`config.mk`:
```
export PLATFORM = sky130hd
export DESIGN_NAME = fpk_pack_stage
export DESIGN_NICKNAME = d
export VERILOG_FILES = /design/src/rtl/fpk_pkg.sv /design/src/rtl/fpk_round.sv /design/src/rtl/fpk_range.sv /design/src/rtl/fpk_stage.sv /design/src/rtl/fpk_pack_stage.sv
export SDC_FILE = /design/constraint.sdc
export NUM_CORES = 1
export LEC_CHECK = 0
export BUFFER_PORTS_ARGS = -buffer_cell sky130_fd_sc_hd__buf_2
export CORE_ASPECT_RATIO = 0.6
export CORE_MARGIN = 1
export CORE_UTILIZATION = 51
export CTS_BUF_LIST = sky130_fd_sc_hd__clkbuf_8 sky130_fd_sc_hd__clkbuf_16
export DETAILED_ROUTE_END_ITERATION = 10
export GPL_TIMING_DRIVEN = 0
export PLACE_DENSITY = 0.8
export SYNTH_ARGS = -nofsm -noshare
export SYNTH_HDL_FRONTEND = slang
export SYNTH_SLANG_ARGS = --single-unit
```
`constraint.sdc`:
```
create_clock -name clk -period 6.6 [get_ports clk]
set_input_delay 0.99 -clock clk [delete_from_list [all_inputs] [get_ports clk]]
set_output_delay 0.99 -clock clk [all_outputs]
set_load 0.01 [all_outputs]
```
`src/rtl/fpk_pkg.sv`:
```
package fpk_pkg;
  parameter int FRAC_D    = 56;  // double significant bits incl. hidden one
  parameter int FRAC_S    = 24;  // single significant bits incl. hidden one
  parameter int GUARD     = 2;   // guard bits below LSB
  parameter int EXP_IN_W  = 12;  // signed biased exponent in
  parameter int EXP_OUT_W = 8;   // stored biased exponent

  localparam int IN_W       = FRAC_D + GUARD;
  localparam int OUT_FRAC_W = FRAC_D - 1;
  localparam int TAIL_W     = FRAC_D - FRAC_S;
  localparam int EXP_WIDE_W = EXP_IN_W + 1;

  typedef struct packed {
    logic                  sign;
    logic [EXP_OUT_W-1:0]  exp;
    logic [OUT_FRAC_W-1:0] frac;
    logic                  ovf;
    logic                  unf;
    logic                  zero;
  } fpk_res_t;
endpackage

```
`src/rtl/fpk_round.sv`:
```
module fpk_round
  import fpk_pkg::*;
(
  input  logic [IN_W-1:0]   frac_i,
  input  logic              dbl_i,
  input  logic              rnd_i,
  output logic [FRAC_D-1:0] mant_o,
  output logic              carry_o
);
  logic [FRAC_D-1:0] kept;
  logic [FRAC_D-1:0] step;
  logic [FRAC_D:0]   sum;
  logic              rbit;
  logic              unused_guard;

  assign unused_guard = frac_i[0];

  always_comb begin
    kept = frac_i[IN_W-1:GUARD];
    if (!dbl_i) kept[TAIL_W-1:0] = '0;
    rbit = dbl_i ? frac_i[GUARD-1] : frac_i[GUARD+TAIL_W-1];
    step = dbl_i ? FRAC_D'(1) : (FRAC_D'(1) << TAIL_W);
    sum  = {1'b0, kept} + ((rnd_i && rbit) ? {1'b0, step} : '0);
    carry_o = sum[FRAC_D];
    mant_o  = carry_o ? sum[FRAC_D:1] : sum[FRAC_D-1:0];
  end
endmodule

```
`src/rtl/fpk_range.sv`:
```
module fpk_range
  import fpk_pkg::*;
(
  input  logic                sign_i,
  input  logic [EXP_IN_W-1:0] exp_i,
  input  logic [FRAC_D-1:0]   mant_i,
  input  logic                carry_i,
  input  logic                unf_ie_i,
  output fpk_res_t            res_o
);
  localparam int MAX_EXP = (1 << EXP_OUT_W) - 1;

  logic signed [EXP_WIDE_W-1:0] e_adj;
  logic over, under, in_zero;
  logic unused_hidden;

  assign unused_hidden = mant_i[FRAC_D-1];

  always_comb begin
    e_adj   = $signed({exp_i[EXP_IN_W-1], exp_i}) + $signed({{(EXP_WIDE_W-1){1'b0}}, carry_i});
    over    = e_adj > $signed(EXP_WIDE_W'(MAX_EXP));
    under   = e_adj <= $signed(EXP_WIDE_W'(0));
    in_zero = (exp_i == '0);
    res_o   = '0;
    if (in_zero) begin
      res_o.zero = 1'b1;
    end else if (under && !unf_ie_i) begin
      res_o.unf  = 1'b1;
      res_o.zero = 1'b1;
    end else begin
      res_o.sign = sign_i;
      res_o.exp  = e_adj[EXP_OUT_W-1:0];
      res_o.frac = mant_i[FRAC_D-2:0];
      res_o.ovf  = over;
      res_o.unf  = under;
    end
  end
endmodule

```
`src/rtl/fpk_stage.sv`:
```
module fpk_stage #(
  parameter int W = 8
) (
  input  logic         clk,
  input  logic         rst_n,
  input  logic         s_valid,
  output logic         s_ready,
  input  logic [W-1:0] s_data,
  output logic         m_valid,
  input  logic         m_ready,
  output logic [W-1:0] m_data
);
  logic         v_q;
  logic [W-1:0] d_q;

  assign s_ready = !v_q || m_ready;
  assign m_valid = v_q;
  assign m_data  = d_q;

  always_ff @(posedge clk) begin
    if (!rst_n) begin
      v_q <= 1'b0;
      d_q <= '0;
    end else if (s_valid && s_ready) begin
      v_q <= 1'b1;
      d_q <= s_data;
    end else if (m_ready) begin
      v_q <= 1'b0;
    end
  end
endmodule

```
`src/rtl/fpk_pack_stage.sv`:
```
module fpk_pack_stage
  import fpk_pkg::*;
(
  input  logic                  clk,
  input  logic                  rst_n,
  input  logic                  in_valid,
  output logic                  in_ready,
  input  logic                  in_sign,
  input  logic [EXP_IN_W-1:0]   in_exp,
  input  logic [IN_W-1:0]       in_frac,
  input  logic                  in_dbl,
  input  logic                  in_rnd,
  input  logic                  in_unf_ie,
  output logic                  out_valid,
  input  logic                  out_ready,
  output logic                  out_sign,
  output logic [EXP_OUT_W-1:0]  out_exp,
  output logic [OUT_FRAC_W-1:0] out_frac,
  output logic                  out_ovf,
  output logic                  out_unf,
  output logic                  out_zero
);
  logic [FRAC_D-1:0] mant;
  logic              carry;
  fpk_res_t          res_d, res_q;

  fpk_round u_round (
    .frac_i (in_frac),
    .dbl_i  (in_dbl),
    .rnd_i  (in_rnd),
    .mant_o (mant),
    .carry_o(carry)
  );

  fpk_range u_range (
    .sign_i  (in_sign),
    .exp_i   (in_exp),
    .mant_i  (mant),
    .carry_i (carry),
    .unf_ie_i(in_unf_ie),
    .res_o   (res_d)
  );

  fpk_stage #(.W($bits(fpk_res_t))) u_stage (
    .clk    (clk),
    .rst_n  (rst_n),
    .s_valid(in_valid),
    .s_ready(in_ready),
    .s_data (res_d),
    .m_valid(out_valid),
    .m_ready(out_ready),
    .m_data (res_q)
  );

  assign out_sign = res_q.sign;
  assign out_exp  = res_q.exp;
  assign out_frac = res_q.frac;
  assign out_ovf  = res_q.ovf;
  assign out_unf  = res_q.unf;
  assign out_zero = res_q.zero;
endmodule

```
---- After elaboration in Yosys (flattened, before gate mapping) ----
Cells that the tools add are included.
cells by class
  muxes and demuxes ....................... 12
  magnitude comparators ................... 2
  reductions and logical operators ........ 8
  add/sub/neg operators ................... 2
operator list
  kind                 number
  $mux 66              1
  $mux 65              1
  $add 56x56->57       1
  $mux 56              1
  $mux 55              1
  $mux 33              1
  $mux 32              1
  $add 12x2->13        1
  $gt 13x9->1 const B  1
  $le 13x1->1 const B  1
  $logic_not 12->1     1
  $mux 1               6
  $logic_and 1x1->1    3
  $logic_not 1->1      2
  $reduce_bool 2->1    1
  $logic_or 1x1->1     1
word-level totals
  register bits ........................... 68
  word-level logic and storage cells ...... 26

---- Longest topological paths before layout ----
Gate-level depths: netlist (run 1).
  word-level depth ........................ 9
  gate-level depth with buffers ........... 22
  mapped depth without buffers ............ 16

---- Cells and area by module ----
Synthesis (run 1) repeated with hierarchy kept, for this count alone.
second synthesis, totals
  cell total of the unflattened synthesis .. 826
  area total of the unflattened synthesis .. 5,933.2 sq um
by module, submodules not included
  module     area each (sq um)  instances  cells an instance
  fpk_stage  2,698.8            1          296
  fpk_round  2,118.3            1          339
  fpk_range  1,116.1            1          191

---- Worst setup path after synthesis (run 1) ----
No wires, ideal clock.
  kind .................................... input -> register
  start point ............................. in in_dbl
  end point ............................... reg u_stage.d_q[10] (netlist: u_stage.m_data[10])
  stages .................................. 22
  setup time .............................. 117 ps
  arrival time ............................ 5,516 ps
  data required time ...................... 6,483 ps
  setup slack ............................. 966 ps
  cells stage by stage .................... buf_2 buf_1 buf_6 buf_6 and3_1 ha_1 ha_1 nand3_1 or3_1 buf_6 nand4bb_4 a21oi_1 ha_1 ha_1 nand3_1 or3_1 a221oi_1 a41oi_1 o21ai_1 nor2_1 clkbuf_1 a32o_1
on the way
  cells in the longest elaborated chain, start to end .. 9
  elaborated cells between the ends (all ways) .. 12
  those cells by class .................... add/sub (2); order compare (1); mux (7); reduce/logical (2)
RTL lines
  item                  RTL line              text
  start, declared       fpk_pack_stage.sv:11  input logic in_dbl,
  $mux 1                fpk_round.sv:21       rbit = dbl_i ? frac_i[GUARD-1] : frac_i[GUARD+TAIL_W-1];
  $logic_and 1x1->1     fpk_round.sv:23       sum = {1'b0, kept} + ((rnd_i && rbit) ? {1'b0, step} : '0);
  $mux 56               fpk_round.sv:23
  $add 56x56->57 (*)    fpk_round.sv:23
  $add 12x2->13         fpk_range.sv:20       e_adj = $signed({exp_i[EXP_IN_W-1], exp_i}) + $signed({{(EXP_WIDE_W-1){1'b0}}, carry_i});
  $le 13x1->1           fpk_range.sv:22       under = e_adj <= $signed(EXP_WIDE_W'(0));
  $logic_and 1x1->1     fpk_range.sv:27       end else if (under && !unf_ie_i) begin
  $mux 65 (*)           fpk_range.sv:27
  $mux 66 (*)           fpk_range.sv:25       if (in_zero) begin
  end signal, assigned  fpk_stage.sv:26       d_q <= s_data;
  end, declared         fpk_stage.sv:14       logic [W-1:0] d_q;
Every way passes the cells marked *; elsewhere a longest branch is shown, timed or not.
A chain may end at the register's enable or synchronous reset.

---- Worst setup path in the final report (run 1) ----
  start point ............................. in in_dbl
  end point ............................... reg u_stage.d_q[14] (netlist: u_stage.m_data[14])
The elaborated chain is that of the path after synthesis.

==> results of run 1 <==
==> synthesized netlist by cell type (3+ instances only) <==
cell / instances / area [um^2]
clkbuf_1: 18 / 67.6
a22oi_1: 14 / 105
nand4_1: 15 / 93.8
and4_1: 5 / 43.8
a211o_1: 3 / 26.3
nor2_1: 49 / 184
buf_2: 5 / 25.0
o21ai_1: 10 / 50.1
ha_1: 6 / 75.1
nor4_1: 13 / 81.3
nand2b_1: 3 / 18.8
mux2i_1: 12 / 120
and2_1: 5 / 31.3
dfxtp_1: 68 / 1360
a22o_1: 7 / 61.3
nand3_1: 29 / 145
nor3_1: 18 / 90.1
inv_1: 8 / 30.0
buf_6: 5 / 56.3
mux2_2: 3 / 33.8
xnor2_1: 30 / 263
nand2_1: 85 / 319
and3_1: 7 / 43.8
xor2_1: 18 / 158
o211ai_1: 8 / 60.1
and3_2: 3 / 22.5
or2_2: 3 / 18.8
or3_1: 7 / 43.8
a32o_1: 13 / 130
nand4_2: 3 / 37.5
a21oi_1: 16 / 80.1
o21ai_0: 27 / 135
o21a_1: 5 / 37.5
nor2b_1: 4 / 25.0
==> registers in the layout (all words and copies together) (netlist names) <==
register,flops
u_stage.m_valid,1
u_stage.m_data,67
==> critical path, delay by kind of cell <==
kind                       cells  cell delay, ns
adders and majority gates      4            0.92
and+or+nand+nor                7            1.68
AOI/OAI and AO/OA              5            1.38
buffers and inverters          7            1.43
==> kinds of logic (layout without fill, tap and decap cells) <==
group	count (synthesis)	count (layout)	synth area share
xor+xnor	48	48	0.0944
simple gates	264	264	0.306
mux	15	15	0.0346
fa+ha+maj	6	6	0.0169
compound gates	121	121	0.193
flops	68	68	0.306
buf+inv	42	197	0.0494
==> stage by stage <==
stage,setup slack (ns),instances,util
2_1_floorplan,0.966,564,-
3_3_place_gp,-0.280,811,0.647
3_5_place_dp,-0.317,811,0.647
4_1_cts,0.0287,827,0.690
5_1_grt,0.0237,827,0.692
6_report,0.383,827,0.692
==> path summary, 6_finish.rpt <==
kind,endpoint,depth (start not counted)
max reg2reg,u_stage.m_data[14],7
min,u_stage.m_data[42],2
max,u_stage.m_data[14],23
min reg2reg,u_stage.m_data[42],2
==> cells in the final DEF, fill, tap and decap left out, types with 4 or more instances in the layout <==
cell	count
a21oi_1	16
a22o_1	7
a22oi_1	14
a32o_1	13
and2_1	5
and3_1	7
and4_1	5
buf_2	144
buf_6	5
clkbuf_1	17
clkbuf_16	9
dfxtp_1	68
ha_1	4
inv_1	8
mux2i_1	12
nand2_1	85
nand3_1	29
nand4_1	15
nor2_1	49
nor2b_1	4
nor3_1	18
nor4_1	13
o211ai_1	8
o21a_1	5
o21ai_0	27
o21ai_1	10
or3_1	7
xnor2_1	30
xor2_1	18
==> final cells by class <==
| cell class | count | area [um^2] |
|---|---|---|
| multi-input combinational | 454 | 2880 |
| fill | 695 | 2510 |
| sequential | 68 | 1360 |
| timing repair buffer | 139 | 696 |
| clock buffer | 10 | 239 |
| buffer | 33 | 189 |
| tap | 108 | 135 |
| clock inverter | 6 | 111 |
| inverter | 9 | 33.8 |
==> layer usage <==
metal  vias up  wire length, um
met5         -                0
met4         0              104
met3        13             1440
met2       256             5880
met1      2306             6830
li1       2363                -
==> where the power goes <==
part | total [W] | internal, W | switching (W)
Clock | 0.000564 | 0.000379 | 0.000184
Combinational | 0.000183 | 0.0000721 | 0.000110
Sequential | 0.000440 | 0.000430 | 0.0000102
==> flow_summary.yaml, run 1 <==
layout:
  area_delta_synth_final_pct: 26.8
  n_antenna_cell: 0
  drive_gt1_frac: 0.271
  final_nets: 798
  stdcell_area_um2: 5650
cts:
  cts_buffer_depth: 2
  cts.htree.levels: 3
  cts-root-buf: "clkbuf_16"
  cts.clk_slew.worst_paths_ns: 0.06
  cts_tree: "built"
  cts_resized: 0
  clk_latency_ns: 0.34
  cts_setup_buffers: 0
  postCtsHoldBufs: 0
  cts.sinks: 68
  cts_made_buffers: 9
worst_setup_path:
  crit_path_frequent_cell: "buf_6"
  path_class: "input pin to flip-flop"
  path_max_fanout: 10
  regToRegSetupSlack_ns: 4.41
  crit_chain: "buf_2 -> buf_2 -> clkbuf_2 -> buf_6 -> buf_6 -> and3_1 -> ha_1 -> ha_1 -> nand3_1 -> or3_1 -> buf_6 -> nand4bb_4 -> a21oi_1 -> ha_2 -> ha_2 -> nand3_1 -> or3_1 -> a221oi_2 -> a41oi_1 -> o21a_1 -> clkbuf_1 -> a22oi_1 -> nor2_1"
  required_ns: 6.80
  slowest_delay_ns: 0.39
  critPathLaunch: "in_dbl"
  crit_arrival_ns: 6.42
  worstSetupStartpointType: "input pin"
  worstReg2RegStart: "u_stage.m_valid"
  cp-end-kind: "flip-flop"
  critPathSlowestCell: "or3_1"
yosys:
  ys.warnings.count: 0
  synth_flop_cell: "dfxtp_1"
  syn_inst: 564
  ys_ff_latch: 68
  async_flop_share: 0
  synth_edf_count: 0
  synth.avg_cell_area_um2: 7.90
  synth_nets: 648
  synth_area_um2: 4450
  yosysSeqAreaShare: 0.306
  synth_cell_types: 65
placement:
  place.gp.congestion: 1.01
  io_buffer_count: 139
  dp_hpwl_um: 11200
  postPlaceCellArea_um2: 5290
power_and_ir_drop:
  power_density_nw_per_um2: 210
  power.leakage_nw: 2.44
  p_total_w: 0.00119
  ir_worst_vdd_uv: 154
status:
  status: "completed"
floorplan:
  core.rowCount: 25
  initial_core_util: 0.546
  die-area_um2: 9120
  core_area_um2: 8160
  die_h_um: 74.4
  die_w_um: 123
  pin_count: 147
timing:
  setup_tns_ns: 0
  slew_viol_final: 0
  slew_headroom: 0.492
  hold_viol: 0
  finalSetupViolations: 0
  holdWs_ns: 0.445
  fmax_ghz: 0.161
  fin_crit_ns: 6.22
  clock_skew_ns: 0.00658
  fin_crit_sh: 0.942
  rsz0062_at_grt: "false"
  worst_slew_pin_slew_ns: 0.757
routing:
  post_drt_via_cell_ratio: 5.97
  wl_per_cell_um: 17.2
  antenna_left: 0
  drt_iter0_drc: 582
  drc_errors: 0
  vias: 4938
  wl_um: 14300
  drt-pass1-iter-count: 5
hold_path:
  min_from: "u_stage.m_data[42]"
  hp-class: "flip-flop to flip-flop"
global_routing:
  grt_pass1_vias: 4337
  use_met3: 0.0790
  met2_usage: 0.456
  grt-ovfl-total: 0
  met1_usage: 0.471
  grt_antenna_before_repair: 0
  grt_pass1_wl_um: 22100
  busiest_layer: "met1"
  grt_max_degree: 13
  grtUsageTotal: 0.317
job:
  drv_cap: 0
Power figures use the tool's default switching activity.
==> inputs of run 2 (changes only) <==
--- a/config.mk
+++ b/config.mk
@@ -13,6 +13,7 @@
 export DETAILED_ROUTE_END_ITERATION = 10
 export GPL_TIMING_DRIVEN = 0
 export PLACE_DENSITY = 0.8
+export RECOVER_POWER = 50
 export SYNTH_ARGS = -nofsm -noshare
 export SYNTH_HDL_FRONTEND = slang
 export SYNTH_SLANG_ARGS = --single-unit
==> flow_summary.yaml, run 2 (same netlist as run 1, synthesis figures left out) <==
timing:
  worst_slew_pin_slew_ns: 0.735
  setup_tns_ns: 0
  fmax_ghz: 0.161
  clock_skew_ns: 0.00638
  fin_crit_sh: 0.940
  hold_viol: 0
  rsz0062_at_grt: "false"
  fin_crit_ns: 6.20
  slew_viol_final: 0
  slew_headroom: 0.507
  finalSetupViolations: 0
routing:
  vias: 4964
  post_drt_via_cell_ratio: 6.00
  wl_per_cell_um: 17.5
  antenna_left: 0
  drt_iter0_drc: 617
  drc_errors: 0
  drt-pass1-iter-count: 5
  wl_um: 14400
hold_path:
  min_from: "u_stage.m_data[45]"
  hp-class: "flip-flop to flip-flop"
  hold_depth: 2
cts:
  cts_tree: "built"
  cts.clk_slew.worst_paths_ns: 0.06
  cts_made_buffers: 9
  cts-root-buf: "clkbuf_16"
  cts_buffer_depth: 2
  postCtsHoldBufs: 0
  clk_latency_ns: 0.34
  cts.sinks: 68
  cts.htree.levels: 3
global_routing:
  grt_pass1_wl_um: 22100
  grtUsageTotal: 0.317
  grt_antenna_before_repair: 0
  grt-ovfl-total: 0
  grt_pass1_vias: 4337
  grt_max_degree: 13
worst_setup_path:
  critPathSlowestCell: "or3_1"
  crit_chain: "buf_2 -> buf_2 -> clkbuf_2 -> buf_6 -> buf_6 -> and3_1 -> ha_1 -> ha_1 -> nand3_1 -> or3_1 -> buf_6 -> nand4bb_4 -> a21oi_1 -> ha_2 -> ha_2 -> nand3_1 -> or3_1 -> a221oi_2 -> a41oi_1 -> o21a_1 -> clkbuf_1 -> a22oi_1 -> nor2_1"
  crit_path_frequent_cell: "buf_6"
  reg2reg_depth: 7
  critPathLaunch: "in_dbl"
  cp-end-kind: "flip-flop"
  worstReg2RegStart: "u_stage.m_valid"
  path_class: "input pin to flip-flop"
  worstSetupStartpointType: "input pin"
  path_max_fanout: 10
  required_ns: 6.81
  slowest_delay_ns: 0.39
  crit_arrival_ns: 6.41
placement:
  place.gp.congestion: 1.01
  postPlaceCellArea_um2: 5290
  dp_hpwl_um: 11200
  io_buffer_count: 139
floorplan:
  pin_count: 147
  die_w_um: 123
  core.rowCount: 25
  die-area_um2: 9120
  core_area_um2: 8160
  initial_core_util: 0.546
  die_h_um: 74.4
layout:
  largest_reg_flops: 67
  area_delta_synth_final_pct: 24.9
  seq_area_um2: 1360
  stdcell_area_um2: 5560
  n_fill_cell: 746
  drive_gt1_frac: 0.177
  multi_input_area_um2: 2880
  final_cell_mix: "85 x clkbuf_1, 85 x nand2_1, 76 x buf_2, 68 x dfxtp_1, 49 x nor2_1"
  n_antenna_cell: 0
  final_nets: 798
power_and_ir_drop:
  ir_worst_vdd_uv: 156
  power_density_nw_per_um2: 213
  power.leakage_nw: 2.16
job:
  drv_cap: 0
status:
  status: "completed"
==> run 2: routing by layer <==
metal | global-route usage | share of wire | wire length (um) | vias to the layer above
met3 | 0.0790 | 0.11 | 1530 | 25
met1 | 0.471 | 0.48 | 6880 | 2289
met4 | 0.0705 | 0.010 | 144 | 0
met5 | 0 | 0 | 0 | -
li1 | - | - | - | 2365
met2 | 0.456 | 0.41 | 5880 | 285
==> run 2: metrics by stage <==
stage	std cells	hold WS (ns)	total power, W	utilization	setup WS [ns]
floorplan	564	0.470	0.000543	-	0.966
global placement	811	0.430	0.000622	0.647	-0.280
detailed placement	811	0.437	0.000627	0.647	-0.317
CTS	827	0.450	0.00118	0.690	0.0287
global route	827	0.478	0.00122	0.682	0.0237
finish	827	0.451	0.00118	0.682	0.397
==> run 2: power by group <==
group	switching (W)	internal (W)
clock network	0.000185	0.000379
logic	0.000111	0.0000671
registers	0.0000110	0.000430
total	0.000307	0.000876
==> run 2: worst paths after layout <==
path | slack, ns | end
setup / recovery | 0.40 | u_stage.m_data[14]
hold / removal | 0.45 | u_stage.m_data[45]
setup reg to reg | 4.43 | u_stage.m_data[14]
hold reg to reg | 0.45 | u_stage.m_data[45]
==> run 2: final cells by class <==
type	count	area share
Clock inverter	6	0.0200
Clock buffer	10	0.0430
Tap cell	108	0.0243
Inverter	9	0.00607
Buffer	33	0.0340
Timing Repair Buffer	139	0.110
Multi-Input combinational cell	454	0.518
Sequential cell	68	0.245
==> run 2: repair_timing <==
item | 4_1_cts | 5_1_grt
resized for setup | 0 | 6
setup endpoints to repair | 0 | 63
setup buffers | 0 | 0
endpoints found under the hold margin | 0 | 0
==> run 2: critical path: cells and delay by family <==
kind                     cells  cell delay (ns)
AND/OR/NAND/NOR              7             1.68
adder cells (fa/ha/maj)      4             0.92
AO/OA/AOI/OAI                5             1.36
buffers and inverters        7             1.43
